[config.mk]
export PLATFORM = sky130hd
export DESIGN_NAME = rs_polyphase_resampler
export DESIGN_NICKNAME = d
export VERILOG_FILES = /design/src/rtl/rs_pkg.sv /design/src/rtl/rs_phase_track.sv /design/src/rtl/rs_sample_buf.sv /design/src/rtl/rs_mac_engine.sv /design/src/rtl/rs_polyphase_resampler.sv
export SDC_FILE = /design/constraint.sdc
export NUM_CORES = 1
export LEC_CHECK = 0
export ABC_AREA = 1
export BUFFER_PORTS_ARGS = -buffer_cell sky130_fd_sc_hd__clkbuf_2
export CAP_MARGIN = 20
export CORE_UTILIZATION = 65
export CTS_CLUSTER_DIAMETER = 100
export DETAILED_ROUTE_END_ITERATION = 16
export PLACE_DENSITY_LB_ADDON = 0.1
export SYNTH_ARGS = -nofsm -noshare
export SYNTH_HDL_FRONTEND = slang
export SYNTH_SLANG_ARGS = --single-unit
[constraint.sdc]
create_clock -name clk -period 16.7 [get_ports clk]
set_input_delay 0.835 -clock clk [delete_from_list [all_inputs] [get_ports clk]]
set_output_delay 0.835 -clock clk [all_outputs]
set_load 0.005 [all_outputs]
[src/rtl/rs_pkg.sv]
package rs_pkg;
  localparam int SAMPLE_W = 16;
  localparam int COEF_W   = 16;
  localparam int FRAC_W   = 15;

  typedef logic signed [SAMPLE_W-1:0] sample_t;
  typedef logic signed [COEF_W-1:0]   coef_t;

  // Prototype table entry k, evaluated only with constant arguments.
  function automatic coef_t coef_at(input int k);
    int v;
    v = (((37 * k + 11) % 211) - 105) * 300;
    return coef_t'(v);
  endfunction
endpackage

[src/rtl/rs_phase_track.sv]
module rs_phase_track #(
  parameter int UP   = 12,
  parameter int DOWN = 487,
  parameter int CW   = 32,
  parameter int PW   = 5
) (
  input  logic          clk,
  input  logic          rst_n,
  input  logic          adv,
  output logic [CW-1:0] start_idx,
  output logic [PW-1:0] coef_off,
  output logic [PW-1:0] phase_o
);
  localparam int STEP_P = DOWN % UP;
  localparam int STEP_B = DOWN / UP;

  logic [CW-1:0] base;
  logic [PW-1:0] phase;
  logic [PW:0]   nxt;

  always_comb begin
    nxt = {1'b0, phase} + (PW+1)'(STEP_P);
  end

  always_ff @(posedge clk) begin
    if (!rst_n) begin
      base  <= '0;
      phase <= '0;
    end else if (adv) begin
      if (nxt >= (PW+1)'(UP)) begin
        phase <= PW'(nxt - (PW+1)'(UP));
        base  <= base + CW'(STEP_B) + CW'(1);
      end else begin
        phase <= PW'(nxt);
        base  <= base + CW'(STEP_B);
      end
    end
  end

  // A non-zero phase rounds the window start up; offset wraps UP to 0.
  assign start_idx = base + ((phase != '0) ? CW'(1) : CW'(0));
  assign coef_off  = (phase == '0) ? '0 : PW'(UP) - phase;
  assign phase_o   = phase;
endmodule

[src/rtl/rs_sample_buf.sv]
module rs_sample_buf #(
  parameter int TAPS  = 4,
  parameter int SLACK = 2,
  parameter int DEPTH = 8,
  parameter int AW    = 3,
  parameter int CW    = 32,
  parameter int TW    = 2
) (
  input  logic                clk,
  input  logic                rst_n,
  input  logic                in_valid,
  input  rs_pkg::sample_t     in_data,
  output logic                in_ready,
  input  logic [CW-1:0]       start_idx,
  input  logic [TW-1:0]       rd_tap,
  output rs_pkg::sample_t     rd_data,
  output logic                window_ok,
  output logic signed [CW-1:0] fill
);
  localparam logic signed [CW-1:0] HIWAT = CW'(TAPS + SLACK);
  localparam logic signed [CW-1:0] NEED  = CW'(TAPS);

  rs_pkg::sample_t mem [DEPTH];
  logic [CW-1:0]   wr_cnt;
  logic [CW-1:0]   rd_idx;

  assign fill      = $signed(wr_cnt - start_idx);
  assign in_ready  = (fill < HIWAT);
  assign window_ok = (fill >= NEED);
  assign rd_idx    = start_idx + CW'(rd_tap);
  assign rd_data   = mem[rd_idx[AW-1:0]];

  always_ff @(posedge clk) begin
    if (!rst_n) wr_cnt <= '0;
    else if (in_valid && in_ready) wr_cnt <= wr_cnt + CW'(1);
  end

  always_ff @(posedge clk) begin
    if (in_valid && in_ready) mem[wr_cnt[AW-1:0]] <= in_data;
  end
endmodule

[src/rtl/rs_mac_engine.sv]
module rs_mac_engine #(
  parameter int UP   = 12,
  parameter int TAPS = 4,
  parameter int PW   = 5,
  parameter int TW   = 2
) (
  input  logic            clk,
  input  logic            rst_n,
  input  logic            go,
  input  logic [PW-1:0]   coef_off,
  input  rs_pkg::sample_t sample_i,
  output logic [TW-1:0]   tap_o,
  output logic            running,
  output logic            adv,
  output logic            out_valid,
  output rs_pkg::sample_t out_data
);
  localparam int TAB = TAPS * UP;
  localparam int CPW = $clog2(TAB) + 1;
  localparam int ACC = 2 * rs_pkg::SAMPLE_W + $clog2(TAPS) + 1;
  localparam logic signed [ACC-1:0] HALF = ACC'(1 << (rs_pkg::FRAC_W - 1));
  localparam logic signed [ACC-1:0] MAXV = ACC'(32767);
  localparam logic signed [ACC-1:0] MINV = -(ACC'(32768));

  typedef enum logic [1:0] {ST_IDLE, ST_RUN, ST_FIN} st_t;

  rs_pkg::coef_t rom [TAB];
  for (genvar g = 0; g < TAB; g++) begin : g_rom
    assign rom[g] = rs_pkg::coef_at(g);
  end

  st_t                   st;
  logic [TW-1:0]         tap;
  logic [CPW-1:0]        cptr;
  logic signed [ACC-1:0] acc;
  rs_pkg::coef_t         coef;
  logic signed [31:0]    prod;
  logic signed [ACC-1:0] shifted;
  rs_pkg::sample_t       clamped;

  assign coef = (cptr < CPW'(TAB)) ? rom[cptr] : '0;
  assign prod = sample_i * coef;

  always_comb begin
    shifted = (acc + HALF) >>> rs_pkg::FRAC_W;
    if (shifted > MAXV)      clamped = 16'sh7fff;
    else if (shifted < MINV) clamped = 16'sh8000;
    else                     clamped = shifted[15:0];
  end

  always_ff @(posedge clk) begin
    if (!rst_n) begin
      st        <= ST_IDLE;
      tap       <= '0;
      cptr      <= '0;
      acc       <= '0;
      out_valid <= 1'b0;
      out_data  <= '0;
    end else begin
      out_valid <= 1'b0;
      unique case (st)
        ST_IDLE: if (go) begin
          st   <= ST_RUN;
          tap  <= '0;
          cptr <= CPW'(coef_off);
          acc  <= '0;
        end
        ST_RUN: begin
          acc  <= acc + ACC'(prod);
          tap  <= tap + TW'(1);
          cptr <= cptr + CPW'(UP);
          if (tap == TW'(TAPS - 1)) st <= ST_FIN;
        end
        ST_FIN: begin
          out_valid <= 1'b1;
          out_data  <= clamped;
          st        <= ST_IDLE;
        end
        default: st <= ST_IDLE;
      endcase
    end
  end

  assign tap_o   = tap;
  assign running = (st == ST_RUN);
  assign adv     = (st == ST_FIN);
endmodule

[src/rtl/rs_polyphase_resampler.sv]
module rs_polyphase_resampler #(
  parameter int UP    = 12,
  parameter int DOWN  = 487,
  parameter int TAPS  = 4,
  parameter int SLACK = 2
) (
  input  logic               clk,
  input  logic               rst_n,
  input  logic               in_valid,
  input  logic signed [15:0] in_data,
  output logic               in_ready,
  output logic               out_valid,
  output logic signed [15:0] out_data
);
  localparam int CW    = 32;
  localparam int PW    = $clog2(UP) + 1;
  localparam int TW    = (TAPS > 1) ? $clog2(TAPS) : 1;
  localparam int AW    = (TAPS + SLACK > 1) ? $clog2(TAPS + SLACK) : 1;
  localparam int DEPTH = 1 << AW;

  logic [CW-1:0]        start_idx;
  logic [PW-1:0]        coef_off;
  logic [PW-1:0]        phase;
  logic [TW-1:0]        tap;
  logic                 window_ok;
  logic                 running;
  logic                 adv;
  logic signed [CW-1:0] fill;
  rs_pkg::sample_t      rd_data;

  rs_phase_track #(.UP(UP), .DOWN(DOWN), .CW(CW), .PW(PW)) u_track (
    .clk(clk), .rst_n(rst_n), .adv(adv),
    .start_idx(start_idx), .coef_off(coef_off), .phase_o(phase)
  );

  rs_sample_buf #(.TAPS(TAPS), .SLACK(SLACK), .DEPTH(DEPTH), .AW(AW),
                  .CW(CW), .TW(TW)) u_buf (
    .clk(clk), .rst_n(rst_n), .in_valid(in_valid), .in_data(in_data),
    .in_ready(in_ready), .start_idx(start_idx), .rd_tap(tap),
    .rd_data(rd_data), .window_ok(window_ok), .fill(fill)
  );

  rs_mac_engine #(.UP(UP), .TAPS(TAPS), .PW(PW), .TW(TW)) u_mac (
    .clk(clk), .rst_n(rst_n), .go(window_ok), .coef_off(coef_off),
    .sample_i(rd_data), .tap_o(tap), .running(running), .adv(adv),
    .out_valid(out_valid), .out_data(out_data)
  );
endmodule

## After elaboration in Yosys (flattened, before gate mapping)

Memory sizes are Yosys's and may differ from the RTL's.
Cells that the tools add are included.

| storage, ports and cells | value |
|---|---|
| register bits after elaboration | 132 |
| latch bits | 0 |
| bits in writable memories | 128 |
| memory bits (read-only) | 1024 |
| memories | 2 |

Memories:

| memory | depth | bits a word | rd ports | clocked after Yosys merged registers in | wr ports | line | source |
|---|---|---|---|---|---|---|---|
| (name not given) | 64 | 16 | 1 | 0 | 0 | rs_mac_engine.sv:41 | `assign coef = (cptr < CPW'(TAB)) ? rom[cptr] : '0;` |
| u_buf.mem | 8 | 16 | 1 | 0 | 1 | rs_sample_buf.sv:23 | `rs_pkg::sample_t mem [DEPTH];` |

| operators by class | value |
|---|---|
| add/subtract/negate cells | 13 |
| multiply operators | 1 |
| divide/modulo/power cells | 0 |
| $lt $le $gt $ge | 7 |
| equal/unequal tests | 5 |
| shift operators | 0 |
| muxes and demuxes | 21 |
| bitwise gates (word level) | 1 |
| reduce and logical (&&, ||, !) cells | 7 |

Operators with widths:

| cell | number |
|---|---|
| 16-bit 2-to-1 mux | 5 |
| 35-bit case mux with 2 select lines | 1 |
| 32-bit by 1-bit adder with 32-bit output, second input constant | 2 |
| 35-bit by 16-bit adder with 35-bit output, second input constant | 1 |
| 35-bit by 32-bit adder with 35-bit output | 1 |
| 35-bit 2-to-1 mux | 1 |
| 32-bit by 1-bit adder with 32-bit output | 1 |
| 32-bit by 6-bit adder with 32-bit output, second input constant | 1 |
| 32-bit by 4-bit greater-or-equal comparator with 1-bit output, second input constant | 1 |
| 32-bit by 4-bit < comparator with 1-bit output, second input constant | 1 |
| 16-bit by 16-bit multiplier with 32-bit output | 1 |
| 32-bit 2-to-1 mux | 1 |
| 32-bit subtractor | 1 |
| 20-bit by 16-bit greater-than comparator with 1-bit output, second input constant | 1 |
| 20-bit by 16-bit < comparator with 1-bit output, second input constant | 1 |
| 7-bit case mux with 2 select lines | 1 |
| 5-bit 2-to-1 mux | 2 |
| 8-bit by 7-bit greater-or-equal comparator with 1-bit output, second input constant | 1 |
| 7-bit inverter with 8-bit output | 1 |
| 2-bit case mux with 2 select lines | 2 |
| 7-bit by 4-bit adder with 7-bit output, second input constant | 1 |
| 7-bit by 6-bit < comparator with 1-bit output, second input constant | 1 |
| 7-bit 2-to-1 mux | 1 |
| 5-bit by 3-bit adder with 6-bit output, second input constant | 1 |
| 17 further kinds | 24 |

## Longest topological paths before layout

Gate-level depths: netlist of the first run.

| depth | value |
|---|---|
| depth after elaboration | 8 |
| mapped depth | 42 |

## By module

Synthesis of the first run repeated with hierarchy kept, for this count alone.

| second synthesis, totals | value |
|---|---|
| cell total of the unflattened synthesis | 3822 |
| area total of the unflattened synthesis | 28023.1 sq um |

By module, submodules not included:

| module | times used | cells an instance | area each (sq um) | sequential area each (sq um) |
|---|---|---|---|---|
| rs_mac_engine | 1 | 1900 | 14301.2 | 1221.2 |
| rs_sample_buf | 1 | 1269 | 9804.4 | 4484.3 |
| rs_phase_track | 1 | 653 | 3917.5 | 740.7 |

## Worst setup path after synthesis of the first run

No wires, ideal clock.

| path | value |
|---|---|
| path kind | reg-to-reg |
| from | register u_track.phase[0], in the netlist u_track.phase_o[0] |
| to | register u_mac.acc[34] |
| library setup time | 0.132 ns |
| arrival time | 8.006 ns |
| required time | 16.568 ns |
| slack | 8.562 ns |
| stages on the path, launching flop included | 36 |
| clock period less this slack | 8.138 ns |
| cell sequence | dfxtp_1 > inv_1 > ha_1 > nand3_1 > ha_1 > ha_1 > fa_1 > xor2_1 > nor2_1 > a211oi_1 > a311oi_1 > nor2_1 > buf_2 > nor2_1 > fa_1 > inv_1 > fa_1 > inv_1 > fa_1 > inv_1 > fa_1 > inv_1 > fa_1 > inv_1 > fa_1 > inv_1 > ha_1 > a21oi_1 > o21bai_1 > a21oi_1 > o211ai_1 > a21oi_1 > a21oi_1 > or2_2 > nand2_1 > a21oi_1 |

| between the ends | value |
|---|---|
| word-level cells in the longest chain between the ends | 8 |
| elaborated cells between the ends (all ways) | 12 |
| classes of those cells | add/sub: 4; mul: 1; order compare: 1; eq/ne: 1; mux: 2; reduce/logical: 2; memory: 1 |

Ends and longest elaborated chain:

| element | line | source |
|---|---|---|
| from (decl) | rs_phase_track.sv:18 | `logic [PW-1:0] phase;` |
| from (signal assigned) | rs_phase_track.sv:31 | `phase <= PW'(nxt - (PW+1)'(UP));` |
| from (signal assigned) | rs_phase_track.sv:34 | `phase <= PW'(nxt);` |
| 5-bit nonzero test (*) | rs_phase_track.sv:41 | `assign start_idx = base + ((phase != '0) ? CW'(1) : CW'(0));` |
| 1-bit 2-to-1 mux (*) | rs_phase_track.sv:41 |  |
| 32-bit by 1-bit adder with 32-bit output (*) | rs_phase_track.sv:41 |  |
| 3-bit by 2-bit adder with 3-bit output | rs_sample_buf.sv:30 | `assign rd_idx = start_idx + CW'(rd_tap);` |
| memory 8 x 16 bit | n/a |  |
| 16-bit by 16-bit multiplier with 32-bit output | rs_mac_engine.sv:42 | `assign prod = sample_i * coef;` |
| 35-bit by 32-bit adder with 35-bit output | rs_mac_engine.sv:69 | `acc <= acc + ACC'(prod);` |
| 35-bit case mux with 2 select lines | rs_mac_engine.sv:61 | `unique case (st)` |
| to (signal assigned) | rs_mac_engine.sv:69 |  |
| to (decl) | rs_mac_engine.sv:35 | `logic signed [ACC-1:0] acc;` |

Every way passes the cells marked *; elsewhere a longest branch is shown, timed or not.
A chain may end at the register's enable or synchronous reset.

## Worst setup path after layout of the first run

| path | value |
|---|---|
| from | register u_track.phase[0], in the netlist u_track.phase_o[0] |
| to | register u_mac.acc[31] |

The elaborated chain is that of the path after synthesis.

==> results.yml, run 1 <==
run_status:
  status: "completed"
placement:
  dp.cells: 4149
  io_buffers: 36
  place.gp.congestion: 1.005
  place_hpwl_mm: 59.70
drt:
  dr.pass1.iters: 6
  wl_per_cell_um: 18.02
  drc_errors: 0
  drt-initial-drc-count: 2591
  detail-route-antenna-nets: 0
  num_vias: 24180
  drt_wl_total_mm: 75.73
  via_per_inst: 5.752
yosys:
  yosysSeqAreaShare: 0.2351
  synth_ff_type: "dfxtp_1"
  synth.top_cell.area_share: 0.1921
  synth-edff-count: 128
  syn_avg_cell_area_um2: 7.511
  synthTopCellsByArea: "fa_1, edfxtp_1, nand2_1"
  yosysUniqueCellTypes: 60
  synthArstFlopShare: 0
  synth_largest_area_cell: "fa_1"
  netlist_area_um2: 27410
  synth_nets: 4094
  synth_cells: 3650
  ys_ff_latch: 258
  synth_warnings: 0
layout:
  seq_area_um2: 6446
  fin_cells: 4203
  area_growth_pct: 5.961
  fillers: 3344
  diodes: 0
  nets: 4093
  drive_gt1_frac: 0.06320
  multi_input_area_um2: 17750
sta:
  finalCritPeriodShare: 0.5868
  fin_skew_ps: 21.84
  hold_viol_final: 0
  slew_headroom: 0.3090
  worstMarginPinSlew_ps: 1036
  slew_violations: 0
  max_freq_mhz: 102.0
  rsz0062_at_grt: "false"
  tns_ps: 0
  period_needed_ps: 9799
  setup_viol: 0
grt:
  grt_max_degree: 85
  track_usage: 0.3577
  grt_pass1_vias: 23830
  grt_overflow: 0
  grt_antenna_before_repair: 0
  grt_pass1_wl_mm: 123.4
min_path:
  hold_class: "flop to flop"
  min_from: "u_mac.acc[2]"
clock_tree:
  cts_resized: 0
  clk_pin_slew_ps: 60
  root_buffer: "clkbuf_16"
  h-tree-depth: 1
  holdBufCountCts: 0
  cts_tree: "done"
  clkSinkCount: 258
  clkLatencyLatePin_ps: 580
  cts_buffers: 29
  postCtsSetupBuffers: 0
  cts_buffer_depth: 3
die:
  io_pins: 37
  core-area_um2: 41200
  num_rows: 74
  die_height_um: 207.4
  start_util: 0.6654
  fp.dieArea_um2: 43000
  die_w_um: 207.4
critical_path:
  crit_type: "flop to flop"
  end_kind: "flop"
  required_ps: 17100
  crit_start: "u_track.phase_o[0]"
  r2r-end: "u_mac.acc[31]"
  r2r.worst_path.cells: 32
  reg2reg_setup_slack_ps: 6900
  worstReg2RegStart: "u_track.phase_o[0]"
  path_max_fanout: 40
  worstPathArrival_ps: 10200
  worstSetupStartpointType: "flop"
  cp-endpoint: "u_mac.acc[31]"
  slowest_stage: "fa_1"
  cpPeakStageDelay_ps: 1090
job:
  cap_violations: 0
[area by class of cell]
class,count,area share
multi-input cells,2548,0.6111
flip-flops and latches,258,0.2219
inverters,754,0.09743
clock buffers,41,0.02795
well taps,532,0.02292
repair buffers,58,0.01202
clock inverters,12,0.006633
[metal layers]
metal  routed length (um)  GRT usage  part of all wire
met5                    0          0                 0
met4                 2883     0.1269             0.038
met3                 6303    0.06172             0.083
met2                35250     0.5870              0.47
met1                31290     0.4781              0.41
[Yosys cell counts, drive strengths merged (9+ instances only)]
cell and n:
nand2 764, inv 751, nor2 409, fa 263, a21oi 223, nand3 194, ha 162, o21ai 161
dfxtp 130, edfxtp 128, xor2 90, nor3 64, clkbuf 61, mux2 30, nand4 30, buf 29
xnor2 28, nor4 17, o211ai 16, or2 16, mux2i 10, o22ai 9
[cells in the final DEF, fill, tap and decap left out, types with 89 or more instances in the layout]
cell      instances
ha_1            161
dfxtp_1         130
nor2_1          385
nand2_1         750
inv_1           743
nand3_1         182
o21ai_0         149
xor2_1           89
edfxtp_1        128
fa_1            263
a21oi_1         219
[per-stage QoR]
step | hold WS [ps] | setup WS [ps] | instance area [um2] | util
finish | 488.8 | 6901 | 29050 | 0.7050
global route | 505.6 | 6373 | 29050 | 0.7050
CTS | 490.6 | 6573 | 29040 | 0.7047
detailed placement | 473.4 | 6632 | 28030 | 0.6804
global placement | 472.0 | 6701 | 28030 | 0.6804
floorplan | 451.7 | 8562 | 27410 | -
[how the worst min path moves through the flow]
stage | end | slack (ps) | cells after the start
floorplan | u_mac.out_data[15] | 450 | 2
global placement | u_mac.acc[2] | 470 | 2
detailed placement | u_mac.acc[13] | 470 | 2
CTS | u_mac.acc[12] | 490 | 2
global route | u_mac.acc[12] | 510 | 2
finish | u_mac.acc[2] | 490 | 2
[critical path, delay by kind of cell, from the launching register on]
family | cells | cell delay [ps]
compound gates | 9 | 2410
flops | 1 | 300
buf+inv | 7 | 830
fa+ha+maj | 11 | 5230
simple gates | 5 | 850
[cells by family after synthesis]
logic type      share of synthesized area
compound gates                    0.09297
fa+ha+maj                          0.2660
buf+inv                            0.1178
simple gates                       0.2339
flops                              0.2351
mux                               0.01597
xor+xnor                          0.03825
[sequential cells by signal, indices dropped and copies added, names as in the netlist]
register,count
u_buf.mem,128
u_mac.st,2
u_buf.wr_cnt,32
u_mac.tap_o,2
u_mac.out_valid,1
u_track.phase_o,5
u_mac.out_data,16
u_mac.acc,33
u_track.base,32
u_mac.cptr,7
Power of run 1 is not shown: default switching activity piles up to over one toggle a cycle in this logic, so the estimate is an artifact.
==> inputs of run 2 (changes only) <==
--- a/config.mk
+++ b/config.mk
@@ -8,7 +8,7 @@
 export ABC_AREA = 1
 export BUFFER_PORTS_ARGS = -buffer_cell sky130_fd_sc_hd__clkbuf_2
 export CAP_MARGIN = 20
-export CORE_UTILIZATION = 65
+export CORE_UTILIZATION = 59
 export CTS_CLUSTER_DIAMETER = 100
 export DETAILED_ROUTE_END_ITERATION = 16
 export PLACE_DENSITY_LB_ADDON = 0.1
==> constraint.sdc (replaced) <==
create_clock -name clk -period 8.9 [get_ports clk]
set_input_delay 0.445 -clock clk [delete_from_list [all_inputs] [get_ports clk]]
set_output_delay 0.445 -clock clk [all_outputs]
set_load 0.005 [all_outputs]
==> run 2 against run 1 <==
- wire length grew 3.3%
- setup slack worse by 6500 ps
- first-iteration DRC count down 21%
- die area grew 10%
- global-route usage fell by 2.2 points
- worst hold slack worse by 340 ps
- core utilization decreased by 5.4 points
- final cell count grew 2.7%
- register-to-register slack worse by 6500 ps
- cell area up 2.1%
==> results.yml, run 2 (synthesized netlist as in run 1, its figures left out) <==
run_status:
  status: "completed"
drt:
  detail-route-antenna-nets: 0
  drt-initial-drc-count: 2056
  via_per_inst: 5.585
  wl_per_cell_um: 18.12
  drc_errors: 0
  num_vias: 24100
  dr.pass1.iters: 6
  drt_wl_total_mm: 78.19
clock_tree:
  clkLatencyLatePin_ps: 590
  cts_buffer_depth: 3
  clkSinkCount: 258
  cts_buffers: 29
  h-tree-depth: 1
  cts_tree: "done"
  root_buffer: "clkbuf_16"
  clk_pin_slew_ps: 60
die:
  core-area_um2: 45580
  fp.dieArea_um2: 47330
  io_pins: 37
  die_w_um: 217.6
  start_util: 0.6015
  num_rows: 78
  die_height_um: 217.6
sta:
  layout_setup_ws_ps: 410.9
  max_freq_mhz: 117.8
  period_needed_ps: 8489
  setup_viol: 0
  slew_violations: 0
  hold_viol_final: 0
  worstMarginPinSlew_ps: 1064
  rsz0062_at_grt: "false"
  fin_skew_ps: 27.13
  slew_headroom: 0.2902
  finalCritPeriodShare: 0.9538
layout:
  fin_cells: 4315
  diodes: 0
  fillers: 3950
  largest_reg_flops: 128
  final_common_cell: "nand2_1"
  multi_input_area_um2: 17900
  seq_area_um2: 6446
  fin_util: 0.6510
  nets: 4136
  drive_gt1_frac: 0.08721
  area_growth_pct: 8.238
  layout_common_cells: "nand2_1, inv_1, nor2_1"
critical_path:
  cpPeakStageDelay_ps: 660
  path_max_fanout: 9
  required_ps: 9330
  crit_type: "flop to flop"
  slowest_stage: "fa_1"
  cpMostUsedCell: "fa_1"
  worstPathArrival_ps: 8920
  end_kind: "flop"
  worstSetupStartpointType: "flop"
grt:
  grt_overflow: 0
  grt_max_degree: 84
  grt_antenna_before_repair: 0
  track_usage: 0.3360
  grt_pass1_wl_mm: 125.3
  grt_pass1_vias: 23560
placement:
  dp_slack_ps: -28.35
  place.gp.congestion: 0.9751
  dp.cells: 4261
  place_hpwl_mm: 61.88
  io_buffers: 36
job:
  cap_violations: 0
min_path:
  hold_class: "primary input to flop"
[run 2: changes by cell type in the layout (fill, tap and decap cells not counted), moves of 4 or more]
cell,delta
buf_12,+4
buf_4,+38
clkbuf_1,-7
clkinv_2,+6
inv_1,-11
inv_2,+10
nand2_1,-10
nand2_2,+9
nor2_1,-8
nor2_2,+6
o21ai_0,-6
o21ai_1,+6
[run 2: through the flow]
step | instance area, um2 | hold WS [ps] | setup TNS, ps
2_1_floorplan | 27410 | 451.7 | 0
6_report | 29670 | 153.2 | 0
4_1_cts | 29510 | 123.7 | 0
5_1_grt | 29670 | 147.3 | 0
3_5_place_dp | 28490 | 475.8 | -28.35
3_3_place_gp | 28490 | 473.6 | 0
[run 2: final timing paths]
kind                       from               end  slack [ps]  cells past startpoint
min reg2reg       u_mac.acc[13]     u_mac.acc[13]         490                      2
min                 in_data[13]  u_buf.mem[2][13]         150                      1
max          u_track.phase_o[0]     u_mac.acc[33]         410                     36
max reg2reg  u_track.phase_o[0]     u_mac.acc[33]         410                     36
[run 2: worst max-delay path: cells and delay by family (launching register included)]
kind | cells | cell delay [ps]
adders and majority gates | 11 | 4810
and+or+nand+nor | 8 | 1370
buffers and inverters | 11 | 1110
AOI/OAI and AO/OA | 5 | 520
DFF | 1 | 310
xor gates and xnor gates | 1 | 170
[run 2: layer usage]
metal / share of wire / global-route usage
met5: 0 / 0
met4: 0.035 / 0.1042
met3: 0.073 / 0.04742
met2: 0.46 / 0.5464
met1: 0.43 / 0.4632
[run 2: repair_timing]
action / in CTS / in global routing
resized for setup: 1 / 57
pin swaps: 0 / 4
setup buffers: 0 / 0
setup endpoints to repair: 3 / 19
hold buffers: 0 / 0
[run 2: cell type report]
type | count | share of cell area
multi-input combinational | 2548 | 0.6032
sequential | 258 | 0.2172
inverter | 754 | 0.09551
clock buffer | 33 | 0.02564
tap | 600 | 0.02530
timing repair buffer | 101 | 0.02446
clock inverter | 21 | 0.008644
Power of run 2 is left out for the same reason.
